### src/rtl/pbuf_mmu_pkg.sv
package pbuf_mmu_pkg;
  typedef enum logic [2:0] {
    OP_NOP     = 3'd0,
    OP_ALLOC   = 3'd1,
    OP_RESET   = 3'd2,
    OP_RELEASE = 3'd3,
    OP_FREE    = 3'd4,
    OP_ENQUEUE = 3'd5
  } mmu_op_e;

  typedef enum logic [1:0] {
    ST_IDLE,
    ST_SCAN,
    ST_EXEC
  } mmu_st_e;
endpackage

### src/rtl/pbuf_first_set.sv
module pbuf_first_set #(
  parameter int N = 32,
  localparam int IW = $clog2(N)
) (
  input  logic [N-1:0]  vec_i,
  output logic [IW-1:0] idx_o,
  output logic          found_o
);
  always_comb begin
    idx_o   = '0;
    found_o = 1'b0;
    for (int i = N - 1; i >= 0; i--) begin
      if (vec_i[i]) begin
        idx_o   = IW'(i);
        found_o = 1'b1;
      end
    end
  end
endmodule

### src/rtl/pbuf_fifo.sv
module pbuf_fifo #(
  parameter int DEPTH = 32,
  parameter int W     = 5,
  localparam int PW   = $clog2(DEPTH),
  localparam int CW   = $clog2(DEPTH + 1)
) (
  input  logic         clk_i,
  input  logic         rst_ni,
  input  logic         clr_i,
  input  logic         push_i,
  input  logic [W-1:0] din_i,
  input  logic         pop_i,
  output logic [W-1:0] dout_o,
  output logic         empty_o,
  output logic [CW-1:0] cnt_o
);
  logic [W-1:0]  mem [DEPTH];
  logic [PW-1:0] wptr, rptr;
  logic          full, push_ok, pop_ok;

  assign empty_o = (cnt_o == '0);
  assign full    = (cnt_o == CW'(DEPTH));
  assign pop_ok  = pop_i && !empty_o;
  assign push_ok = push_i && (!full || pop_ok);
  assign dout_o  = mem[rptr];

  always_ff @(posedge clk_i or negedge rst_ni) begin
    if (!rst_ni) begin
      wptr  <= '0;
      rptr  <= '0;
      cnt_o <= '0;
      for (int i = 0; i < DEPTH; i++) mem[i] <= '0;
    end else if (clr_i) begin
      wptr  <= '0;
      rptr  <= '0;
      cnt_o <= '0;
    end else begin
      if (push_ok) begin
        mem[wptr] <= din_i;
        wptr      <= wptr + 1'b1;
      end
      if (pop_ok) rptr <= rptr + 1'b1;
      cnt_o <= cnt_o + CW'(push_ok) - CW'(pop_ok);
    end
  end
endmodule

### src/rtl/pbuf_page_mmu.sv
module pbuf_page_mmu
  import pbuf_mmu_pkg::*;
#(
  parameter int PAGES = 32,
  parameter int PKTS  = 32,
  localparam int PGW  = $clog2(PAGES),
  localparam int PKW  = $clog2(PKTS),
  localparam int CW   = $clog2(PAGES + 1)
) (
  input  logic           clk_i,
  input  logic           rst_ni,
  input  logic           cmd_valid_i,
  input  logic [2:0]     cmd_op_i,
  input  logic [PGW-1:0] cmd_pages_i,
  input  logic [PKW-1:0] cmd_pkt_i,
  output logic           busy_o,
  output logic [PKW-1:0] alloc_pkt_o,
  output logic           alloc_fail_o,
  output logic           alloc_irq_o,
  input  logic           alloc_irq_clr_i,
  input  logic           rx_push_i,
  input  logic [PKW-1:0] rx_pkt_i,
  output logic [PKW-1:0] rx_head_o,
  output logic           rx_empty_o,
  input  logic           tx_done_i,
  input  logic           autorelease_i,
  output logic [PKW-1:0] tx_head_o,
  output logic           tx_empty_o,
  output logic           tx_irq_o,
  input  logic           tx_irq_clr_i,
  output logic [CW-1:0]  free_pages_o
);
  localparam int QCW = $clog2(PKTS + 1);

  mmu_st_e        state;
  mmu_op_e        op_q;
  logic [PKW-1:0] pkt_q, cur_pkt;
  logic [PGW-1:0] scan_idx;
  logic [CW-1:0]  need;
  logic           scan_ok;

  logic [PAGES-1:0] pg_used;
  logic [PKW-1:0]   pg_owner [PAGES];
  logic [PKTS-1:0]  pk_used;

  logic [PKW-1:0] first_pkt;
  logic           pkt_avail;
  logic [QCW-1:0] rx_cnt, tx_cnt;

  logic cmd_go, exec, cmd_free_en, tx_pop, tx_free_en, start_ok;
  logic [PKW-1:0] cmd_free_pkt;
  logic [CW-1:0]  req_pages;

  pbuf_first_set #(.N(PKTS)) u_pick (
    .vec_i(~pk_used), .idx_o(first_pkt), .found_o(pkt_avail)
  );

  assign busy_o = (state != ST_IDLE);
  assign cmd_go = cmd_valid_i && !busy_o && (cmd_op_i != 3'd0);
  assign exec   = (state == ST_EXEC);

  always_comb begin
    free_pages_o = CW'(PAGES);
    for (int p = 0; p < PAGES; p++) free_pages_o -= CW'(pg_used[p]);
  end

  assign req_pages = CW'(cmd_pages_i) + 1'b1;
  assign start_ok  = pkt_avail && (free_pages_o >= req_pages);

  // command-side free: explicit packet or receive head
  assign cmd_free_en  = exec && ((op_q == OP_FREE) ||
                                 (op_q == OP_RELEASE && !rx_empty_o));
  assign cmd_free_pkt = (op_q == OP_FREE) ? pkt_q : rx_head_o;
  assign tx_pop       = tx_done_i && !tx_empty_o;
  assign tx_free_en   = tx_pop && autorelease_i;

  pbuf_fifo #(.DEPTH(PKTS), .W(PKW)) u_rxq (
    .clk_i, .rst_ni,
    .clr_i (exec && op_q == OP_RESET),
    .push_i(rx_push_i), .din_i(rx_pkt_i),
    .pop_i (exec && op_q == OP_RELEASE),
    .dout_o(rx_head_o), .empty_o(rx_empty_o), .cnt_o(rx_cnt)
  );

  pbuf_fifo #(.DEPTH(PKTS), .W(PKW)) u_txq (
    .clk_i, .rst_ni,
    .clr_i (exec && op_q == OP_RESET),
    .push_i(exec && op_q == OP_ENQUEUE), .din_i(pkt_q),
    .pop_i (tx_done_i),
    .dout_o(tx_head_o), .empty_o(tx_empty_o), .cnt_o(tx_cnt)
  );

  always_ff @(posedge clk_i or negedge rst_ni) begin
    if (!rst_ni) begin
      state        <= ST_IDLE;
      op_q         <= OP_NOP;
      pkt_q        <= '0;
      cur_pkt      <= '0;
      scan_idx     <= '0;
      need         <= '0;
      scan_ok      <= 1'b0;
      pg_used      <= '0;
      pk_used      <= '0;
      alloc_pkt_o  <= '0;
      alloc_fail_o <= 1'b0;
      alloc_irq_o  <= 1'b0;
      tx_irq_o     <= 1'b0;
      for (int p = 0; p < PAGES; p++) pg_owner[p] <= '0;
    end else begin
      // page returns
      for (int p = 0; p < PAGES; p++) begin
        if (pg_used[p] &&
            ((cmd_free_en && pg_owner[p] == cmd_free_pkt) ||
             (tx_free_en && pg_owner[p] == tx_head_o)))
          pg_used[p] <= 1'b0;
      end
      if (cmd_free_en) pk_used[cmd_free_pkt] <= 1'b0;
      if (tx_free_en)  pk_used[tx_head_o]    <= 1'b0;

      if (alloc_irq_clr_i) alloc_irq_o <= 1'b0;
      if (tx_irq_clr_i)    tx_irq_o    <= 1'b0;
      if (tx_pop && tx_cnt == QCW'(1) && !(exec && op_q == OP_ENQUEUE))
        tx_irq_o <= 1'b1;

      unique case (state)
        ST_IDLE: if (cmd_go) begin
          op_q  <= mmu_op_e'(cmd_op_i);
          pkt_q <= cmd_pkt_i;
          if (cmd_op_i == OP_ALLOC) begin
            state    <= ST_SCAN;
            scan_idx <= '0;
            need     <= req_pages;
            scan_ok  <= start_ok;
            cur_pkt  <= first_pkt;
            if (start_ok) pk_used[first_pkt] <= 1'b1;
          end else begin
            state <= ST_EXEC;
          end
        end
        ST_SCAN: begin
          if (scan_ok && need != '0 && !pg_used[scan_idx]) begin
            pg_used[scan_idx]  <= 1'b1;
            pg_owner[scan_idx] <= cur_pkt;
            need               <= need - 1'b1;
          end
          scan_idx <= scan_idx + 1'b1;
          if (scan_idx == PGW'(PAGES - 1)) begin
            state        <= ST_IDLE;
            alloc_pkt_o  <= cur_pkt;
            alloc_fail_o <= !scan_ok;
            if (scan_ok) alloc_irq_o <= 1'b1;
          end
        end
        ST_EXEC: begin
          state <= ST_IDLE;
          if (op_q == OP_RESET) begin
            pg_used <= '0;
            pk_used <= '0;
          end
        end
        default: state <= ST_IDLE;
      endcase
    end
  end
endmodule

### config.mk
export PLATFORM = sky130hd
export DESIGN_NAME = pbuf_page_mmu
export DESIGN_NICKNAME = d
export VERILOG_FILES = /design/src/rtl/pbuf_mmu_pkg.sv /design/src/rtl/pbuf_first_set.sv /design/src/rtl/pbuf_fifo.sv /design/src/rtl/pbuf_page_mmu.sv
export SDC_FILE = /design/constraint.sdc
export NUM_CORES = 1
export LEC_CHECK = 0
export BUFFER_PORTS_ARGS = -buffer_cell sky130_fd_sc_hd__buf_4
export CORE_ASPECT_RATIO = 0.8
export CORE_MARGIN = 1.5
export CORE_UTILIZATION = 45
export DETAILED_ROUTE_END_ITERATION = 10
export GPL_ROUTABILITY_DRIVEN = 0
export PLACE_DENSITY = 0.72
export REMOVE_ABC_BUFFERS = 1
export SLEW_MARGIN = 20
export SYNTH_ARGS = -nofsm -noshare
export SYNTH_HDL_FRONTEND = slang
export SYNTH_SLANG_ARGS = --single-unit
### constraint.sdc
create_clock -name clk_i -period 12 [get_ports clk_i]
set_input_delay 0.6 -clock clk_i [delete_from_list [all_inputs] [get_ports clk_i]]
set_output_delay 0.6 -clock clk_i [all_outputs]
set_load 0.01 [all_outputs]
== After elaboration in Yosys (flattened, before gate mapping) ==
Cells that the tools add are included.

* Equality and inequality tests: 79
* Add/sub/neg operators: 43
* Reductions and logical operators: 184
* Bitwise logic cells: 13
* Magnitude comparators: 17
* Multiplexer cells: 159

{| class="wikitable"
|+ Operators by type and width
! operator !! count
|-
| 160-bit bitwise mux || 3
|-
| 5-bit == test || 64
|-
| 32-bit two-way mux || 8
|-
| 5-bit two-way mux || 50
|-
| 6-bit by 1-bit subtractor with 6-bit output || 33
|-
| 32-bit one-hot mux with 2 select lines || 2
|-
| 1-bit logical AND || 120
|-
| 32-bit NOT || 3
|-
| 5-bit demux with 5-bit select || 3
|-
| 1-bit two-way mux || 75
|-
| 32-bit bitwise AND || 2
|-
| 32-bit bitwise OR || 2
|-
| 5-bit binary-select mux with 5-bit select || 2
|-
| 1-bit logical OR || 35
|-
| 6-bit >= comparator, second input constant || 5
|-
| 6-bit two-way mux || 5
|-
| 5-bit NOT with 6-bit output || 5
|-
| 5-bit by 1-bit adder with 5-bit output, second input constant || 5
|-
| 5-bit by 6-bit less-than comparator with 1-bit output, second input constant || 4
|-
| 1-bit demux with 5-bit select || 4
|-
| 5-bit by 1-bit >= comparator with 1-bit output, second input constant || 4
|-
| 6-bit by 1-bit less-than comparator with 1-bit output, second input constant || 3
|-
| 2-bit nonzero test || 7
|-
| 6-bit by 1-bit adder with 6-bit output || 2
|-
| other kinds (27) || 49
|}

* Output and inout bits: 27
* Flip-flop bits (word level): 611
* Input port bits: 26

== Depth between registers and ports, before layout ==
* Depth in word-level cells: 42
* Mapped depth: 26

== Hierarchy ==
Synthesis repeated with hierarchy kept, for this count alone.

* Cell total of the unflattened synthesis: 2978
* Area, all modules: 35387.7 µm²

{| class="wikitable"
|+ By module, submodules not included
! module !! area each (µm²) !! seq. area each (µm²) !! instances !! cells an instance
|-
| pbuf_page_mmu || 17648.2 || 6481.2 || 1 || 1726
|-
| pbuf_fifo (u_rxq) || 8684.6 || 4404.2 || 1 || 593
|-
| pbuf_fifo (u_txq) || 8684.6 || 4404.2 || 1 || 594
|-
| pbuf_first_set || 370.4 || 0.0 || 1 || 65
|}

== Least setup slack after synthesis ==
OpenSTA, ideal clock, no wires.

* Path type: reg2reg
* Start: register pg_used[6]
* End: register pk_used[16]
* Arrival: 5.978 ns
* Required time: 11.867 ns
* Stages on the path, launching flop included: 23
* Path slack: 5.889 ns
* Cell sequence: dfrtp_1 > fa_1 > ha_1 > fa_1 > fa_1 > fa_1 > inv_1 > fa_1 > fa_1 > inv_1 > fa_1 > inv_1 > ha_1 > inv_1 > fa_1 > inv_1 > ha_1 > a21o_1 > a21o_1 > a21oi_1 > nor2_1 > nand3_1 > o21ai_0

* Cells in the longest elaborated chain, start to end: 32

{| class="wikitable"
|+ RTL lines
! element !! RTL line !! RTL
|-
| start, declared || pbuf_page_mmu.sv:42 || <nowiki>logic [PAGES-1:0] pg_used;</nowiki>
|-
| start signal, assigned || pbuf_page_mmu.sv:102 || <nowiki>pg_used <= '0;</nowiki>
|-
| start signal, assigned by index || pbuf_page_mmu.sv:115 || <nowiki>pg_used[p] <= 1'b0;</nowiki>
|-
| start signal, assigned by index || pbuf_page_mmu.sv:142 || <nowiki>pg_used[scan_idx] <= 1'b1;</nowiki>
|-
| 6-bit by 1-bit subtractor with 6-bit output (26 in series) || pbuf_page_mmu.sv:64 || <nowiki>for (int p = 0; p < PAGES; p++) free_pages_o -= CW'(pg_used[p]);</nowiki>
|-
| net free_pages_o[3] || pbuf_page_mmu.sv:31 || <nowiki>output logic [CW-1:0] free_pages_o</nowiki>
|-
| 6-bit >= comparator || pbuf_page_mmu.sv:68 || <nowiki>assign start_ok = pkt_avail && (free_pages_o >= req_pages);</nowiki>
|-
| 1-bit logical AND || pbuf_page_mmu.sv:68 ||
|-
| 32-bit two-way mux || pbuf_page_mmu.sv:135 || <nowiki>if (start_ok) pk_used[first_pkt] <= 1'b1;</nowiki>
|-
| 32-bit two-way mux || pbuf_page_mmu.sv:129 || <nowiki>if (cmd_op_i == OP_ALLOC) begin</nowiki>
|-
| 32-bit two-way mux || pbuf_page_mmu.sv:126 || <nowiki>ST_IDLE: if (cmd_go) begin</nowiki>
|-
| 32-bit one-hot mux with 2 select lines || pbuf_page_mmu.sv:125 || <nowiki>unique case (state)</nowiki>
|-
| end signal, assigned by index || pbuf_page_mmu.sv:118 || <nowiki>if (tx_free_en) pk_used[tx_head_o] <= 1'b0;</nowiki>
|-
| end signal, assigned by index || pbuf_page_mmu.sv:135 ||
|-
| end signal, assigned || pbuf_page_mmu.sv:158 || <nowiki>pk_used <= '0;</nowiki>
|-
| end, declared || pbuf_page_mmu.sv:44 || <nowiki>logic [PKTS-1:0] pk_used;</nowiki>
|}

The timed path passes the listed nets, and every way through them passes these cells.
A chain may end at the register's enable or synchronous reset.

== Worst setup path after layout ==
* Start: register pg_used[6]
* End: register pk_used[24]

* Cells in the longest elaborated chain, start to end: 32

{| class="wikitable"
|+ RTL lines
! element !! RTL line
|-
| 6-bit by 1-bit subtractor with 6-bit output (26 in series) || pbuf_page_mmu.sv:64
|-
| 6-bit >= comparator || pbuf_page_mmu.sv:68
|-
| 1-bit logical AND || pbuf_page_mmu.sv:68
|-
| 32-bit two-way mux || pbuf_page_mmu.sv:135
|-
| 32-bit two-way mux || pbuf_page_mmu.sv:129
|-
| 32-bit two-way mux || pbuf_page_mmu.sv:126
|-
| 32-bit one-hot mux with 2 select lines || pbuf_page_mmu.sv:125
|}

Every way passes these cells.

==> out/metrics.yaml <==
finalCriticalPeriod_ns: 6.737
antenna_found_initial: 2
ctsHoldBuffers: 0
ys_types: 84
fin_ws_ns: 5.263
async_flop_share_pct: 100.0
synth_fa_ha_area_share_pct: 4.130
cts_made_buffers: 68
port_buffers: 52
multi_input_area_um2: 18740
synthesis.area_um2: 35330
wl_um: 96140
fillCellCount: 6807
area_growth_pct: 10.26
endpoint_kind: "flop"
power.static_leakage_nw: 17.74
clk_latency_ns: 0.65
track_usage_pct: 24.29
dpl.hpwl_um: 62140
dr_total_vias: 25020
die_x_um: 316.3
yosys_warnings: 0
io_pins: 53
start_util_pct: 45.63
tritoncts: "done"
drtIter0Drc: 2606
synth_area_per_cell_um2: 11.46
relSlewSlack_pct: 24.31
ant_nets: 0
setup_viol: 0
regArea_um2: 15300
drt-pass1-iter-count: 5
worst-path-buf-inv: 5
cp-start-kind: "flop"
die-area_um2: 80210
synth_xor_area_share_pct: 8.231
max_stage_delay_ns: 0.57
synthCells: 3083
routed_via_density: 6.036
cts_root_buffer: "clkbuf_16"
clk_pin_slew_worst_paths_ns: 0.06
slew_violations: 0
layout-drive-gt1-share_pct: 26.81
synthMuxAreaShare_pct: 21.68
rows: 91
ys_seq_area_share_pct: 43.28
post_drt_wl_per_cell_um: 23.19
p_per_area_nw_per_um2: 226.9
synth_compound_area_share_pct: 8.617
crit_chain: "fa_1 > ha_1 > fa_1 > fa_1 > fa_1 > inv_1 > fa_1 > fa_1 > inv_1 > fa_1 > inv_1 > ha_1 > inv_1 > fa_1 > inv_1 > ha_1 > a21o_1 > a21o_1 > a21oi_1 > nor2_1 > nand3_1 > o21ai_0"
hold_ws_ns: 0.02348
crit_required_ns: 12.53
crit_top_cell: "fa_1"
final_nets: 3197
skew_ns: 0.03737
cap_violations: 0
status: "completed"
cts_resized: 0
synth_edf_count: 0
crit_type: "reg2reg"
tightestPinTransition_ns: 1.133
arrival_ns: 7.27
ys_ff_latch: 611
synth-simple-area-share_pct: 10.20
cts_post_setup_buffers_inserted: 0
fin_crit_sh_pct: 56.14
peakVddDrop_uv: 219.2
synth_flop_cell: "dfrtp_1"
drc: 0
rsz0062_at_grt: "false"
crit_path_max_fanout: 8
pre_cts_ws_ns: 5.321
synth_top_family_by_area: "multiplexers"
ctsHtreeMaxLevel: 3
core_um2: 77420
grt_pass1_vias: 24780
die_h_um: 253.6
fin_setup_tns_ns: 0
diodes: 0
grt_max_degree: 170
grt-ovfl-total: 0
slowest_stage: "fa_1"
clockBufferDepth: 3
max_freq_mhz: 148.4
worstHoldPathType: "in2async"
grt_pass1_wl_um: 150500
crit_family: "adder cells"
cts_sinks: 611
hold_viol_final: 0
## layout by cell type (no fill, tap or decap), drive strengths merged, types with 28 or more instances in the layout
cell type	n
nor4	40
dfrtp	611
mux4	48
xnor2	144
o21ai	101
nor2	179
clkbuf	94
inv	127
a21oi	66
buf	106
mux2i	81
ha	75
nand4	51
nand2	212
mux2	500
nand3	52
xor2	188
o2111ai	28
## stage by stage
stage | cell area [um2] | total power [mW] | instances | utilization [%]
finish | 38950 | 8.838 | 4145 | 50.31
detailed placement | 36590 | 6.575 | 4023 | 47.26
CTS | 38950 | 8.786 | 4145 | 50.31
global placement | 36590 | 6.501 | 4023 | 47.26
global route | 38950 | 9.284 | 4145 | 50.31
floorplan | 34420 | 5.138 | 2894 | -
## cells by family (layout without fill, tap and decap cells)
family,Yosys count,count (layout)
buf+inv,311,350
flops,611,611
simple gates,664,664
fa+ha+maj,101,101
xor+xnor,332,332
compound gates,435,435
mux,629,629
## routing by layer
layer  vias up  wire length, um  track usage [%]
met2      1164            41120            35.10
met5         -               13                0
met3       183            10050            6.675
met4         2             2584            7.252
li1      11040                -                -
met1     12630            42370            35.30
## cells in the mapped netlist (all sizes together), types with 20 or more instances
cell type  number  area share, %
ha             75            2.7
buf            66            1.2
mux2          500             16
nand4          51           0.95
dfrtp         611             43
fa             26            1.5
o2bb2ai        20           0.50
inv           121            1.3
clkbuf        123            1.4
nand3          52           0.74
a21oi          66           0.96
o2111ai        28           0.69
a31oi          22           0.39
xnor2         144            3.6
nor2          179            2.9
mux4           48            3.1
xor2          188            4.7
nor4           40           0.71
a22o           22           0.55
a22oi          27           0.57
nor3           26           0.37
mux2i          81            2.3
o22ai          22           0.39
o21ai         101            1.4
nand2         212            2.5
## power breakdown
group / total (mW) / internal (mW) / switching, mW / leakage, nW
sequential: 2.70 / 2.39 / 0.311 / 8.31
clock: 2.19 / 1.28 / 0.911 / 1.16
combinational: 3.94 / 1.43 / 2.51 / 8.27
## path summary, 6_finish.rpt
kind | from | to | slack (ns) | cells past startpoint
worst max-delay path | pg_used[6] | pk_used[24] | 5.26 | 22
worst min-delay path | rst_ni | u_txq.mem[100] | 0.02 | 1
worst max register to register | pg_used[6] | pk_used[24] | 5.26 | 22
worst min register to register | cur_pkt[2] | cur_pkt[2] | 0.49 | 2
max in group asynchronous | rst_ni | u_rxq.rptr[1] | 9.49 | 3
min in group clk_i | alloc_irq_clr_i | alloc_irq_o | 0.16 | 2
## cell type report
class / count / share of cell area, %
multi-input combinational: 2161 / 48.10
sequential: 611 / 39.28
clock buffer: 94 / 4.979
tap: 1023 / 3.286
timing repair buffer: 106 / 2.094
inverter: 122 / 1.176
clock inverter: 28 / 1.089
## worst register-to-register path, stage by stage (launching register included)
cell and delay (ns):
dfrtp_1 0.41, fa_1 0.43, ha_1 0.33, fa_1 0.56, fa_1 0.44, fa_1 0.43, inv_1 0.08, fa_1 0.45
fa_1 0.57, inv_1 0.06, fa_1 0.46, inv_1 0.07, ha_1 0.17, inv_1 0.06, fa_1 0.48, inv_1 0.06
ha_1 0.27, a21o_1 0.10, a21o_1 0.10, a21oi_1 0.09, nor2_1 0.34, nand3_1 0.37, o21ai_0 0.30
## state kept, by name, indices dropped and copies added, names as in the netlist, 6 cells and up
register     flops
u_txq.cnt_o      6
pg_owner       160
u_rxq.mem      160
u_rxq.cnt_o      6
need             6
u_txq.mem      160
pg_used         32
pk_used         32
Power figures use the tool's default switching activity.
